$ cat config.mk
export PLATFORM = sky130hd
export DESIGN_NAME = cmp_timer_chan
export DESIGN_NICKNAME = d
export VERILOG_FILES = /design/src/rtl/tmr_pkg.sv /design/src/rtl/tmr_regs.sv /design/src/rtl/tmr_match.sv /design/src/rtl/tmr_deliver.sv /design/src/rtl/cmp_timer_chan.sv
export SDC_FILE = /design/constraint.sdc
export NUM_CORES = 1
export LEC_CHECK = 0
export BUFFER_PORTS_ARGS = -buffer_cell sky130_fd_sc_hd__buf_2
export CORE_ASPECT_RATIO = 0.7
export CORE_MARGIN = 2
export CORE_UTILIZATION = 45
export CTS_BUF_LIST = sky130_fd_sc_hd__clkbuf_2 sky130_fd_sc_hd__clkbuf_4 sky130_fd_sc_hd__clkbuf_8
export DETAILED_ROUTE_END_ITERATION = 10
export PLACE_DENSITY_LB_ADDON = 0.05
export RECOVER_POWER = 50
export SLEW_MARGIN = 40
export SYNTH_ARGS = -nofsm -noshare
export SYNTH_HDL_FRONTEND = slang
export SYNTH_SLANG_ARGS = --single-unit
export TNS_END_PERCENT = 10
$ cat constraint.sdc
create_clock -name clk -period 5.7 [get_ports clk]
set_input_delay 0.57 -clock clk [delete_from_list [all_inputs] [get_ports clk]]
set_output_delay 0.57 -clock clk [all_outputs]
set_load 0.02 [all_outputs]
$ cat src/rtl/tmr_pkg.sv
package tmr_pkg;
  localparam int DW = 32;
  localparam int AW = 3;

  localparam logic [AW-1:0] A_CFG    = 3'd0;
  localparam logic [AW-1:0] A_CMP    = 3'd1;
  localparam logic [AW-1:0] A_MDATA  = 3'd2;
  localparam logic [AW-1:0] A_MADDR  = 3'd3;
  localparam logic [AW-1:0] A_MADDRH = 3'd4;
  localparam logic [AW-1:0] A_STAT   = 3'd5;

  localparam int B_EN = 0, B_PER = 1, B_LVL = 2, B_SET = 3, B_M32 = 4, B_MSG = 5;
  localparam int B_CAPP = 8, B_CAPM = 9;

  typedef struct packed {
    logic en;
    logic per;
    logic lvl;
    logic setv;
    logic m32;
    logic msg;
  } cfg_t;

  function automatic logic [DW-1:0] step_cmp(input logic [DW-1:0] cur, input logic [DW-1:0] per);
    return cur + per;
  endfunction

  function automatic logic [DW-1:0] pack_cfg(input cfg_t c, input logic capp, input logic capm);
    logic [DW-1:0] w;
    w = '0;
    w[B_EN] = c.en;   w[B_PER] = c.per;  w[B_LVL] = c.lvl;
    w[B_SET] = c.setv; w[B_M32] = c.m32; w[B_MSG] = c.msg;
    w[B_CAPP] = capp; w[B_CAPM] = capm;
    return w;
  endfunction
endpackage

$ cat src/rtl/tmr_regs.sv
module tmr_regs
  import tmr_pkg::*;
#(
  parameter bit CAP_PER = 1'b1,
  parameter bit CAP_MSG = 1'b1
) (
  input  logic          clk,
  input  logic          rst_n,
  input  logic          reg_wr,
  input  logic [AW-1:0] reg_addr,
  input  logic [DW-1:0] reg_wdata,
  input  logic          fire,
  output cfg_t          cfg,
  output logic [DW-1:0] cmp,
  output logic [DW-1:0] echo,
  output logic [DW-1:0] mdata,
  output logic [DW-1:0] maddr,
  output logic          cfg_wr,
  output logic          cmp_wr
);
  logic [DW-1:0] period;

  assign cfg_wr = reg_wr && (reg_addr == A_CFG);
  assign cmp_wr = reg_wr && (reg_addr == A_CMP);

  always_ff @(posedge clk) begin
    if (!rst_n) begin
      cfg    <= '0;
      cmp    <= '1;
      period <= '1;
      echo   <= '1;
      mdata  <= '0;
      maddr  <= '0;
    end else begin
      if (cfg_wr) begin
        cfg.en   <= reg_wdata[B_EN];
        cfg.per  <= reg_wdata[B_PER] & CAP_PER;
        cfg.lvl  <= reg_wdata[B_LVL];
        cfg.setv <= reg_wdata[B_SET];
        cfg.m32  <= reg_wdata[B_M32];
        cfg.msg  <= reg_wdata[B_MSG] & CAP_MSG;
      end
      if (reg_wr && reg_addr == A_MDATA) mdata <= reg_wdata;
      if (reg_wr && reg_addr == A_MADDR) maddr <= reg_wdata;
      if (cmp_wr) begin
        echo <= reg_wdata;
        if (cfg.setv) begin
          cmp      <= reg_wdata;
          cfg.setv <= 1'b0;
        end else if (cfg.per) begin
          period <= reg_wdata;
        end else begin
          cmp <= reg_wdata;
        end
      end else if (fire && cfg.per) begin
        cmp <= step_cmp(cmp, period);
      end
    end
  end

  AST_SETVAL_SELF_CLEAR: assert property (@(posedge clk) disable iff (!rst_n)
    (cmp_wr && cfg.setv) |=> (!cfg.setv && cmp == $past(reg_wdata)));

  AST_PERIOD_STEP: assert property (@(posedge clk) disable iff (!rst_n)
    (fire && cfg.per && !cmp_wr) |=> (cmp == $past(cmp) + $past(period)));
endmodule

$ cat src/rtl/tmr_match.sv
module tmr_match
  import tmr_pkg::*;
(
  input  logic          clk,
  input  logic          rst_n,
  input  logic [DW-1:0] count_i,
  input  logic [DW-1:0] cmp,
  input  logic          en,
  input  logic          per,
  input  logic          rearm,
  output logic          fire
);
  logic armed;

  assign fire = en && armed && (count_i == cmp);

  always_ff @(posedge clk) begin
    if (!rst_n)             armed <= 1'b1;
    else if (rearm)         armed <= 1'b1;
    else if (fire && !per)  armed <= 1'b0;
  end

  AST_ONESHOT_ONCE: assert property (@(posedge clk) disable iff (!rst_n)
    (fire && !per && !rearm) |=> !fire);
endmodule

$ cat src/rtl/tmr_deliver.sv
module tmr_deliver (
  input  logic clk,
  input  logic rst_n,
  input  logic fire,
  input  logic en,
  input  logic lvl,
  input  logic msg,
  input  logic ack,
  output logic pending,
  output logic irq_o,
  output logic msg_valid_o
);
  logic edge_q;

  always_ff @(posedge clk) begin
    if (!rst_n) begin
      edge_q      <= 1'b0;
      msg_valid_o <= 1'b0;
      pending     <= 1'b0;
    end else begin
      edge_q      <= fire && !msg && !lvl;
      msg_valid_o <= fire && msg;
      if (fire && lvl && !msg) pending <= 1'b1;
      else if (ack)            pending <= 1'b0;
    end
  end

  assign irq_o = en && (lvl ? (pending && !msg) : edge_q);

  AST_LEVEL_HOLD: assert property (@(posedge clk) disable iff (!rst_n)
    (pending && !ack) |=> pending);

  AST_MSG_EXCLUSIVE: assert property (@(posedge clk) disable iff (!rst_n)
    msg_valid_o |-> !irq_o);
endmodule

$ cat src/rtl/cmp_timer_chan.sv
module cmp_timer_chan
  import tmr_pkg::*;
#(
  parameter bit CAP_PER = 1'b1,
  parameter bit CAP_MSG = 1'b1
) (
  input  logic          clk,
  input  logic          rst_n,
  input  logic [31:0]   count_i,
  input  logic          reg_wr,
  input  logic [2:0]    reg_addr,
  input  logic [31:0]   reg_wdata,
  output logic [31:0]   reg_rdata,
  output logic          irq_o,
  output logic          msg_valid_o,
  output logic [31:0]   msg_data_o,
  output logic [31:0]   msg_addr_o
);
  cfg_t          cfg;
  logic [DW-1:0] cmp, echo, mdata, maddr;
  logic          cfg_wr, cmp_wr, fire, pending, ack;

  assign ack = reg_wr && (reg_addr == A_STAT) && reg_wdata[0];

  tmr_regs #(.CAP_PER(CAP_PER), .CAP_MSG(CAP_MSG)) u_regs (
    .clk(clk), .rst_n(rst_n), .reg_wr(reg_wr), .reg_addr(reg_addr),
    .reg_wdata(reg_wdata), .fire(fire), .cfg(cfg), .cmp(cmp), .echo(echo),
    .mdata(mdata), .maddr(maddr), .cfg_wr(cfg_wr), .cmp_wr(cmp_wr));

  tmr_match u_match (
    .clk(clk), .rst_n(rst_n), .count_i(count_i), .cmp(cmp), .en(cfg.en),
    .per(cfg.per), .rearm(cfg_wr || cmp_wr), .fire(fire));

  tmr_deliver u_dlv (
    .clk(clk), .rst_n(rst_n), .fire(fire), .en(cfg.en), .lvl(cfg.lvl),
    .msg(cfg.msg), .ack(ack), .pending(pending), .irq_o(irq_o),
    .msg_valid_o(msg_valid_o));

  assign msg_data_o = mdata;
  assign msg_addr_o = maddr;

  always_comb begin
    case (reg_addr)
      A_CFG:   reg_rdata = pack_cfg(cfg, CAP_PER, CAP_MSG);
      A_CMP:   reg_rdata = echo;
      A_MDATA: reg_rdata = mdata;
      A_MADDR: reg_rdata = maddr;
      A_STAT:  reg_rdata = {{(DW-1){1'b0}}, pending};
      default: reg_rdata = '0;
    endcase
  end

  AST_DISABLED_SILENT: assert property (@(posedge clk) disable iff (!rst_n)
    !cfg.en |=> !msg_valid_o);

  AST_CAPS_FIXED: assert property (@(posedge clk) disable iff (!rst_n)
    (reg_addr == A_CFG) |-> (reg_rdata[B_CAPP] == CAP_PER && reg_rdata[B_CAPM] == CAP_MSG));
endmodule

---- After elaboration in Yosys (flattened, before gate mapping) ----
Cells that the tools add are included.
operators by class
  add/subtract/negate cells ............... 1
  equality and inequality tests ........... 6
  mux-type cells .......................... 11
  bitwise logic cells ..................... 2
  reductions and logical operators ........ 27
operators with widths
  operator                                                                count
  32-bit case mux with 5 select lines                                     1
  32-bit 2-to-1 mux                                                       4
  32-bit adder                                                            1
  32-bit equality test                                                    1
  1-bit logical AND                                                       17
  3-bit by 2-bit equality test with 1-bit output (second input constant)  2
  1-bit 2-to-1 mux                                                        5
  2-bit nonzero test                                                      2
  3-bit by 1-bit equality test with 1-bit output (second input constant)  1
  3-bit equality test (second input constant)                             1
  1-bit zero test                                                         3
  3-bit zero test                                                         1
  3-bit 2-to-1 mux                                                        1
  3-bit inequality test (second input constant)                           1
  3-bit AND reduction                                                     1
  1-bit NOT                                                               2
  2-bit AND reduction                                                     1
  2-bit OR reduction                                                      1
  1-bit logical OR                                                        1
storage, ports and cells
  bits in registers ....................... 170
  input port bits ......................... 70
  output and inout port bits .............. 98
  logic and storage cells ................. 62

---- Logic depth before layout (Yosys ltp) ----
Gate-level depths: netlist of run 1.
  depth in word-level cells ............... 5
  gate-level depth with buffers ........... 11
  gate-level depth less buffers ........... 11

---- Hierarchy ----
From an unflattened synthesis of run 1, not the netlist that was laid out.
unflattened totals
  cells, all modules ...................... 1,147
  area, all modules ....................... 9,193.8 um^2
by module, submodules not included
  module          times used  cells each  area each (um^2)  sequential area each (um^2)
  tmr_regs        1           971         7,738.7           3,323.2
  cmp_timer_chan  1           112         909.6             0.0
  tmr_match       1           52          430.4             20.0
  tmr_deliver     1           12          115.1             60.1

---- Worst setup path after synthesis of run 1 ----
OpenSTA, ideal clock, no wires.
  path kind ............................... register to register
  from .................................... reg u_regs.cmp[0]
  to ...................................... reg u_regs.cmp[28]
  setup time .............................. 132 ps
  arrival ................................. 2,662 ps
  required time ........................... 5,568 ps
  path slack .............................. 2,906 ps
  cell stages (with the launch flop) ...... 12
  path buffers ............................ 0
  period minus slack after synthesis ...... 2,794 ps
  cells stage by stage .................... dfxtp_1 > ha_1 > fa_1 > a211oi_1 > o21ai_1 > o2111ai_1 > o21ai_2 > a31oi_2 > o221ai_2 > and4b_1 > a2111oi_0 > o21ai_1
on the way
  longest elaborated chain between the ends .. 5
  elaborated cells between the ends (all ways) .. 8
  classes of those cells .................. add/sub: 1; eq/ne: 1; mux: 2; reduce/logical: 4
ends and longest elaborated chain
  what                                                                  line            text
  start, declared                                                       tmr_regs.sv:14  output logic [DW-1:0] cmp,
  start signal, assigned                                                tmr_regs.sv:48  cmp <= reg_wdata;
  start signal, assigned                                                tmr_regs.sv:53  cmp <= reg_wdata;
  start signal, assigned                                                tmr_regs.sv:56  cmp <= step_cmp(cmp, period);
  parallel branches: the longest is 5 deep, another holds 32-bit adder  --
Parallel ways; which one is timed is not known. The select of a mux whose other input is x is not followed.
A chain may end at the register's enable or synchronous reset.

==> run_results.csv, run 1 <==
group,metric,value,unit
floorplanning,die_area,21320,sq um
critical_path,path_max_fanout,99,
global_route,overflow,0,
clock_network,h-tree-depth,4,
layout,layout-drive-gt1-share,15.38,%
pwr,total_power,2.458,mW
job,maxCapViolCount,1,
sta,min_period,4347,ps
sta,hold_viol_final,0,
clock_network,path_clk_slew,90,ps
critical_path,cp.arrival,4520,ps
floorplanning,initial_utilization,45.79,%
clock_network,cts_resized,0,
routing,dr_wl_met2,12930,um
clock_network,cts_tree,"done",
sta,worst_pin_slew,4301,ps
floorplanning,std_cell_rows,43,
sta,rsz0062_at_grt,"false",
clock_network,cts-root-buf,"clkbuf_8",
placed_design,dpl.hpwl,20350,um
critical_path,critPathMaxStageDelay,2960,ps
critical_path,path_cells,"clkbuf_1, nand2_1, a211oi_1, a31oi_1",
routing,drc,0,
yosys,synthAdderAreaFrac,4.499,%
floorplanning,die_h,122.8,um
critical_path,endpoint_kind,"flop",
layout,n_antenna_cell,0,
clock_network,clk_latency,470,ps
clock_network,hold_buffers,0,
layout,layout_commonest_cell,"nand2_1",
global_route,antenna_found_initial,1,
layout,nNetsFinal,1344,
pwr,max-vdd-ir-drop,0.1497,mV
placed_design,io_buffers,167,
layout,ff_latch_area,3403,sq um
routing,highest_layer,"met5",
yosys,avgSynthCellArea,8.095,sq um
critical_path,crit_family,"buffers and inverters",
critical_path,cp_slowest_cell,"clkbuf_1",
global_route,grt_pass1_vias,7633,
status,status,"finished with violations",
yosys,synth-compound-area-share,18.78,%
sta,fmax,0.2300,GHz
routing,wl_met3,1461,um
yosys,yosysWarnings,0,
yosys,ys_ff_latch,170,
routing,dr.first_iter.drc_count,582,
layout,area_growth,14.78,%
floorplanning,core,19800,sq um
yosys,synth_flop_cell,"dfxtp_1",
status,violations,"max-capacitance violations, max-slew violations",
global_route,grt_use_total,26.18,%
pwr,power.density,236.3,nW/um^2
yosys,synth_top_family_by_area,"simple AND/OR/NAND/NOR gates",
sta,fin_crit_sh,76.26,%
pwr,power_leakage,4.255,nW
yosys,seq_area_frac_synth,37.54,%
critical_path,critical_path_class,"input pin to flop",
clock_network,cts_made_buffers,17,
sta,max-slew-margin-rel,-186.8,%
yosys,synthArstFlopShare,0,%
floorplanning,die_w,173.7,um
yosys,synth_enable_flop_cells,0,
clock_network,clock-sinks,170,
sta,setup_viol,0,
routing,finalWirelength,28050,um
critical_path,critPathBufInv,1,
routing,drt-vias-per-instance,5.458,
layout,multiInputGateArea,5343,sq um
floorplanning,ios,168,
sta,finalSetupTns,0,ps
clock_network,clockBufferDepth,2,
routing,vias,8324,
yosys,syn-cell-area,9066,sq um
critical_path,crit_required,5880,ps
yosys,synth_cells,1120,
global_route,grt_pass1_wl,42840,um
yosys,synth-xor-area-share,5.893,%
yosys,synth_fp_nets,1222,
layout,final_cell_mix,"nand2_1, dfxtp_1, buf_2",
yosys,synth_cell_types,59,
sta,drv_slew,100,
global_route,grt_max_degree,100,
sta,whs,385.8,ps
routing,wl_per_cell,18.39,um
yosys,muxShareOfSynthArea,6.762,%
sta,skew,11.97,ps
hold_path,hold_path.class,"input pin to flop",
clock_network,cts_setup_buffers,0,
critical_path,crit_path_start_kind,"input pin",
routing,postRouteAntennaNets,0,
layout,fillers,2006,
yosys,yosys.area_share.simple,22.74,%
placed_design,gp_congestion,0.8499,
routing,drt_pass1_iterations,5,
routing,wl_met1,13280,um
## layout make-up
type	instances	area share, %
flip-flops and latches	170	32.70
inverters	9	0.3246
multi-input cells	863	51.34
well taps	270	3.246
clock buffers	22	2.789
clock inverters	10	1.359
repair buffers	181	8.236
## tightest hold or removal path, stage by stage
cell     delay [ps]
buf_2           120
nand2_1          50
nand3_1          70
## Yosys cell counts, types with 3 or more instances
cell | number | area share (%)
o21ai_0 | 31 | 1.7
nor3_1 | 3 | 0.17
buf_1 | 6 | 0.25
mux4_2 | 5 | 1.2
xor2_1 | 29 | 2.8
ha_1 | 31 | 4.3
xnor2_1 | 32 | 3.1
mux2i_1 | 23 | 2.5
o211ai_1 | 12 | 0.99
and2_1 | 3 | 0.21
a21oi_1 | 30 | 1.7
a211oi_1 | 5 | 0.41
o21ai_1 | 4 | 0.22
nand3_1 | 68 | 3.8
a21boi_0 | 75 | 6.2
o21bai_1 | 5 | 0.41
inv_1 | 9 | 0.37
o2111ai_1 | 3 | 0.29
buf_2 | 4 | 0.22
nand3b_1 | 5 | 0.41
a221oi_1 | 3 | 0.29
nand2_1 | 305 | 13
dfxtp_1 | 170 | 38
mux2_2 | 24 | 3.0
and3_1 | 5 | 0.35
nor2b_1 | 19 | 1.3
o21ai_2 | 3 | 0.29
nor2_1 | 42 | 1.7
a21o_1 | 16 | 1.3
nor4_1 | 7 | 0.48
a22oi_1 | 25 | 2.1
a31oi_1 | 8 | 0.55
clkbuf_1 | 67 | 2.8
nand4_1 | 12 | 0.83
## logic make-up (layout without fill, tap and decap cells)
logic type | after synthesis | count (layout)
multiplexers | 52 | 52
AND/OR/NAND/NOR | 479 | 479
AO/OA/AOI/OAI | 239 | 239
XOR/XNOR | 61 | 61
adder cells (fa/ha/maj) | 32 | 32
flip-flops | 170 | 170
buffers and inverters | 87 | 222
## final timing paths
path | from | endpoint | slack (ps) | cells after the start
min reg2reg | u_regs.echo[11] | u_regs.echo[11] | 470 | 2
min | reg_wdata[27] | u_regs.period[27] | 390 | 3
max reg2reg | u_regs.cmp[0] | u_regs.cmp[30] | 2110 | 11
max | rst_n | u_regs.cmp[17] | 1350 | 4
## where the power goes
part | total [mW] | internal, mW | switching (mW)
combinational | 0.296 | 0.114 | 0.182
clock | 0.931 | 0.478 | 0.454
sequential | 1.23 | 1.21 | 0.0210
## routing by layer
| layer | global-route usage (%) | vias up |
|---|---|---|
| met3 | 5.359 | 25 |
| met2 | 42.38 | 214 |
| met4 | 7.195 | 2 |
| met5 | 0 | - |
| li1 | - | 4120 |
| met1 | 35.78 | 3963 |
## stage by stage
stage               utilization (%)  setup slack [ps]  cell area [sq um]  std cells
floorplan                         -              2906               9066       1120
global placement              50.76              2036              10050       1493
CTS                           53.01              2302              10500       1525
finish                        52.56              1353              10410       1525
global route                  52.56              1032              10410       1525
detailed placement            50.83              2274              10060       1493
## flip-flops by register name, indices dropped and copies added (netlist names)
signal and cells:
u_match.armed 1, u_dlv.edge_q 1, u_dlv.pending 1, u_regs.period 32, u_regs.echo 32, u_dlv.msg_valid_o 1
u_regs.cmp 32, u_regs.maddr 32, u_regs.mdata 32, u_regs.cfg 6
No activity file was read; power rests on OpenSTA's default activity.
==> run 2: changes to the inputs <==
ABC_AREA = 1   (was not set)
clock period = 4.4 ns   (was 5.7 ns; I/O delays follow)
==> run_results.csv, run 2 <==
group,metric,value,unit
status,status,"finished with violations",
status,violations,"max-capacitance violations, max-slew violations",
yosys,synth_common_cells,"nand2_1, inv_1, dfxtp_1, nand3_1, nor2_1",
clock_network,cts-root-buf,"clkbuf_8",
sta,finalSetupTns,0,ps
yosys,synth_cell_types,34,
layout,final_cell_mix,"nand2_1, inv_1, dfxtp_1",
pwr,power.density,295.8,nW/um^2
yosys,avgSynthCellArea,6.155,sq um
global_route,grt_pass1_vias,9262,
routing,dr.first_iter.drc_count,913,
layout,area_growth,13.87,%
critical_path,endpoint_kind,"flop",
pwr,total_power,3.309,mW
critical_path,critPathMaxStageDelay,2190,ps
sta,worst_pin_slew,3056,ps
clock_network,clockBufferDepth,2,
clock_network,cts_made_buffers,17,
routing,vias,10460,
critical_path,path_max_fanout,74,
floorplanning,die_w,180.6,um
sta,drv_slew,172,
sta,rsz0062_at_grt,"false",
sta,fmax,0.3064,GHz
placed_design,io_buffers,167,
routing,wl_per_cell,16.88,um
layout,layout-drive-gt1-share,8.835,%
global_route,grt_pass1_wl,52830,um
yosys,synth_cells,1596,
routing,postRouteAntennaNets,0,
yosys,ys_ff_latch,170,
sta,hold_viol_final,0,
sta,min_period,3264,ps
global_route,grt_use_total,29.55,%
placed_design,dpl.hpwl,26370,um
yosys,syn-cell-area,9823,sq um
clock_network,h-tree-depth,4,
critical_path,crit_required,4780,ps
hold_path,hold_path.class,"input pin to flop",
layout,nNetsFinal,1832,
routing,drt_pass1_iterations,5,
clock_network,cts_resized,0,
clock_network,path_clk_slew,90,ps
global_route,grt_max_degree,75,
yosys,synth_fp_nets,1698,
yosys,yosysMostFrequentCell,"nand2_1",
job,maxCapViolCount,3,
sta,setup_viol,0,
sta,fin_crit_sh,74.17,%
clock_network,clk_latency,470,ps
clock_network,cts_setup_buffers,0,
clock_network,cts_tree,"done",
critical_path,crit_path_start_kind,"input pin",
sta,max-slew-margin-rel,-103.7,%
floorplanning,ios,168,
floorplanning,die_h,127.6,um
routing,finalWirelength,34180,um
routing,drt-vias-per-instance,5.164,
yosys,seq_area_frac_synth,34.65,%
layout,n_antenna_cell,0,
yosys,synth_top_cell_area_share,34.65,%
floorplanning,initial_utilization,45.55,%
yosys,synthTopCellsByArea,"dfxtp_1, nand2_1, inv_1",
critical_path,path_cells,"buf_4, clkbuf_1, o21ai_0, a21oi_1",
floorplanning,std_cell_rows,45,
sta,skew,13.71,ps
yosys,yosysWarnings,0,
global_route,antenna_found_initial,1,
pwr,power_leakage,5.826,nW
floorplanning,die_area,23050,sq um
floorplanning,core,21560,sq um
clock_network,hold_buffers,0,
yosys,synth_flop_cell,"dfxtp_1",
critical_path,cp.arrival,3650,ps
yosys,synth_enable_flop_cells,0,
yosys,synth_top_area_cell,"dfxtp_1",
clock_network,clock-sinks,170,
placed_design,gp_congestion,0.9939,
yosys,synthArstFlopShare,0,%
critical_path,critical_path_class,"input pin to flop",
pwr,max-vdd-ir-drop,0.1953,mV
critical_path,cp_slowest_cell,"clkbuf_1",
global_route,overflow,0,
routing,drc,0,
layout,layout_commonest_cell,"nand2_1",
==> run 2: cell count changes after synthesis, sizes merged, moves of 19 or more <==
cell,delta
nor2,+76
a22oi,-25
mux2,-24
nor2b,-19
o21ai,+64
nand3,+58
xor2,-29
a21boi,-74
nand2,+274
o211ai,+31
a21oi,+47
xnor2,-24
inv,+210
mux2i,-22
==> run 2: report_power, final <==
part	switching (mW)	internal, mW	total, mW
Clock	0.599	0.613	1.21
Sequential	0.0447	1.58	1.63
Combinational	0.319	0.152	0.471
==> run 2: routing by layer <==
metal	global-route usage (%)	up-vias	routed length, um
met3	6.813	33	2578
li1	-	5346	-
met1	44.11	4734	16980
met2	42.43	345	13970
met4	7.732	0	646
met5	0	-	0
==> run 2: logic make-up (layout without fill, tap and decap cells) <==
| group | count (synthesis) | in the layout | synth area share, % |
|---|---|---|---|
| simple gates | 869 | 869 | 36.14 |
| buf+inv | 283 | 430 | 10.93 |
| compound gates | 233 | 233 | 13.32 |
| flops | 170 | 170 | 34.65 |
| fa+ha+maj | 32 | 32 | 4.152 |
| xor+xnor | 8 | 8 | 0.7133 |
| mux | 1 | 1 | 0.1019 |
==> run 2: cell type report <==
class                   count  area [sq um]
clock buffers              22         284.0
multi-input cells        1143          5351
flip-flops and latches    170          3403
inverters                 220         825.8
well taps                 282         352.8
repair buffers            178         827.0
clock inverters            10         141.4
fillers                  2336         10380
==> run 2: through the flow <==
step | area, sq um | setup slack [ps] | cells | util, % | hold WS, ps
floorplan | 9823 | 2506 | 1596 | - | 420.9
global placement | 10860 | 957.0 | 1993 | 50.35 | 450.9
detailed placement | 10860 | 846.2 | 1993 | 50.35 | 448.3
CTS | 11280 | 1348 | 2025 | 52.32 | 216.3
global route | 11190 | 674.2 | 2025 | 51.87 | 221.5
finish | 11190 | 1136 | 2025 | 51.87 | 246.5
==> run 2: critical path: cells and delay by family <==
| kind | cells | cell delay (ps) |
|---|---|---|
| AOI/OAI and AO/OA | 2 | 590 |
| buffers and inverters | 2 | 2570 |
==> run 2: worst paths after layout <==
kind,start,slack [ps],cells after the start,endpoint
worst min-delay path,reg_wdata[9],250,3,u_regs.period[9]
worst max-delay path,rst_n,1140,4,u_regs.mdata[24]
worst max register to register,u_regs.cfg[4],1670,9,u_regs.cmp[14]
worst min register to register,u_regs.cfg[1],470,2,u_regs.cfg[1]
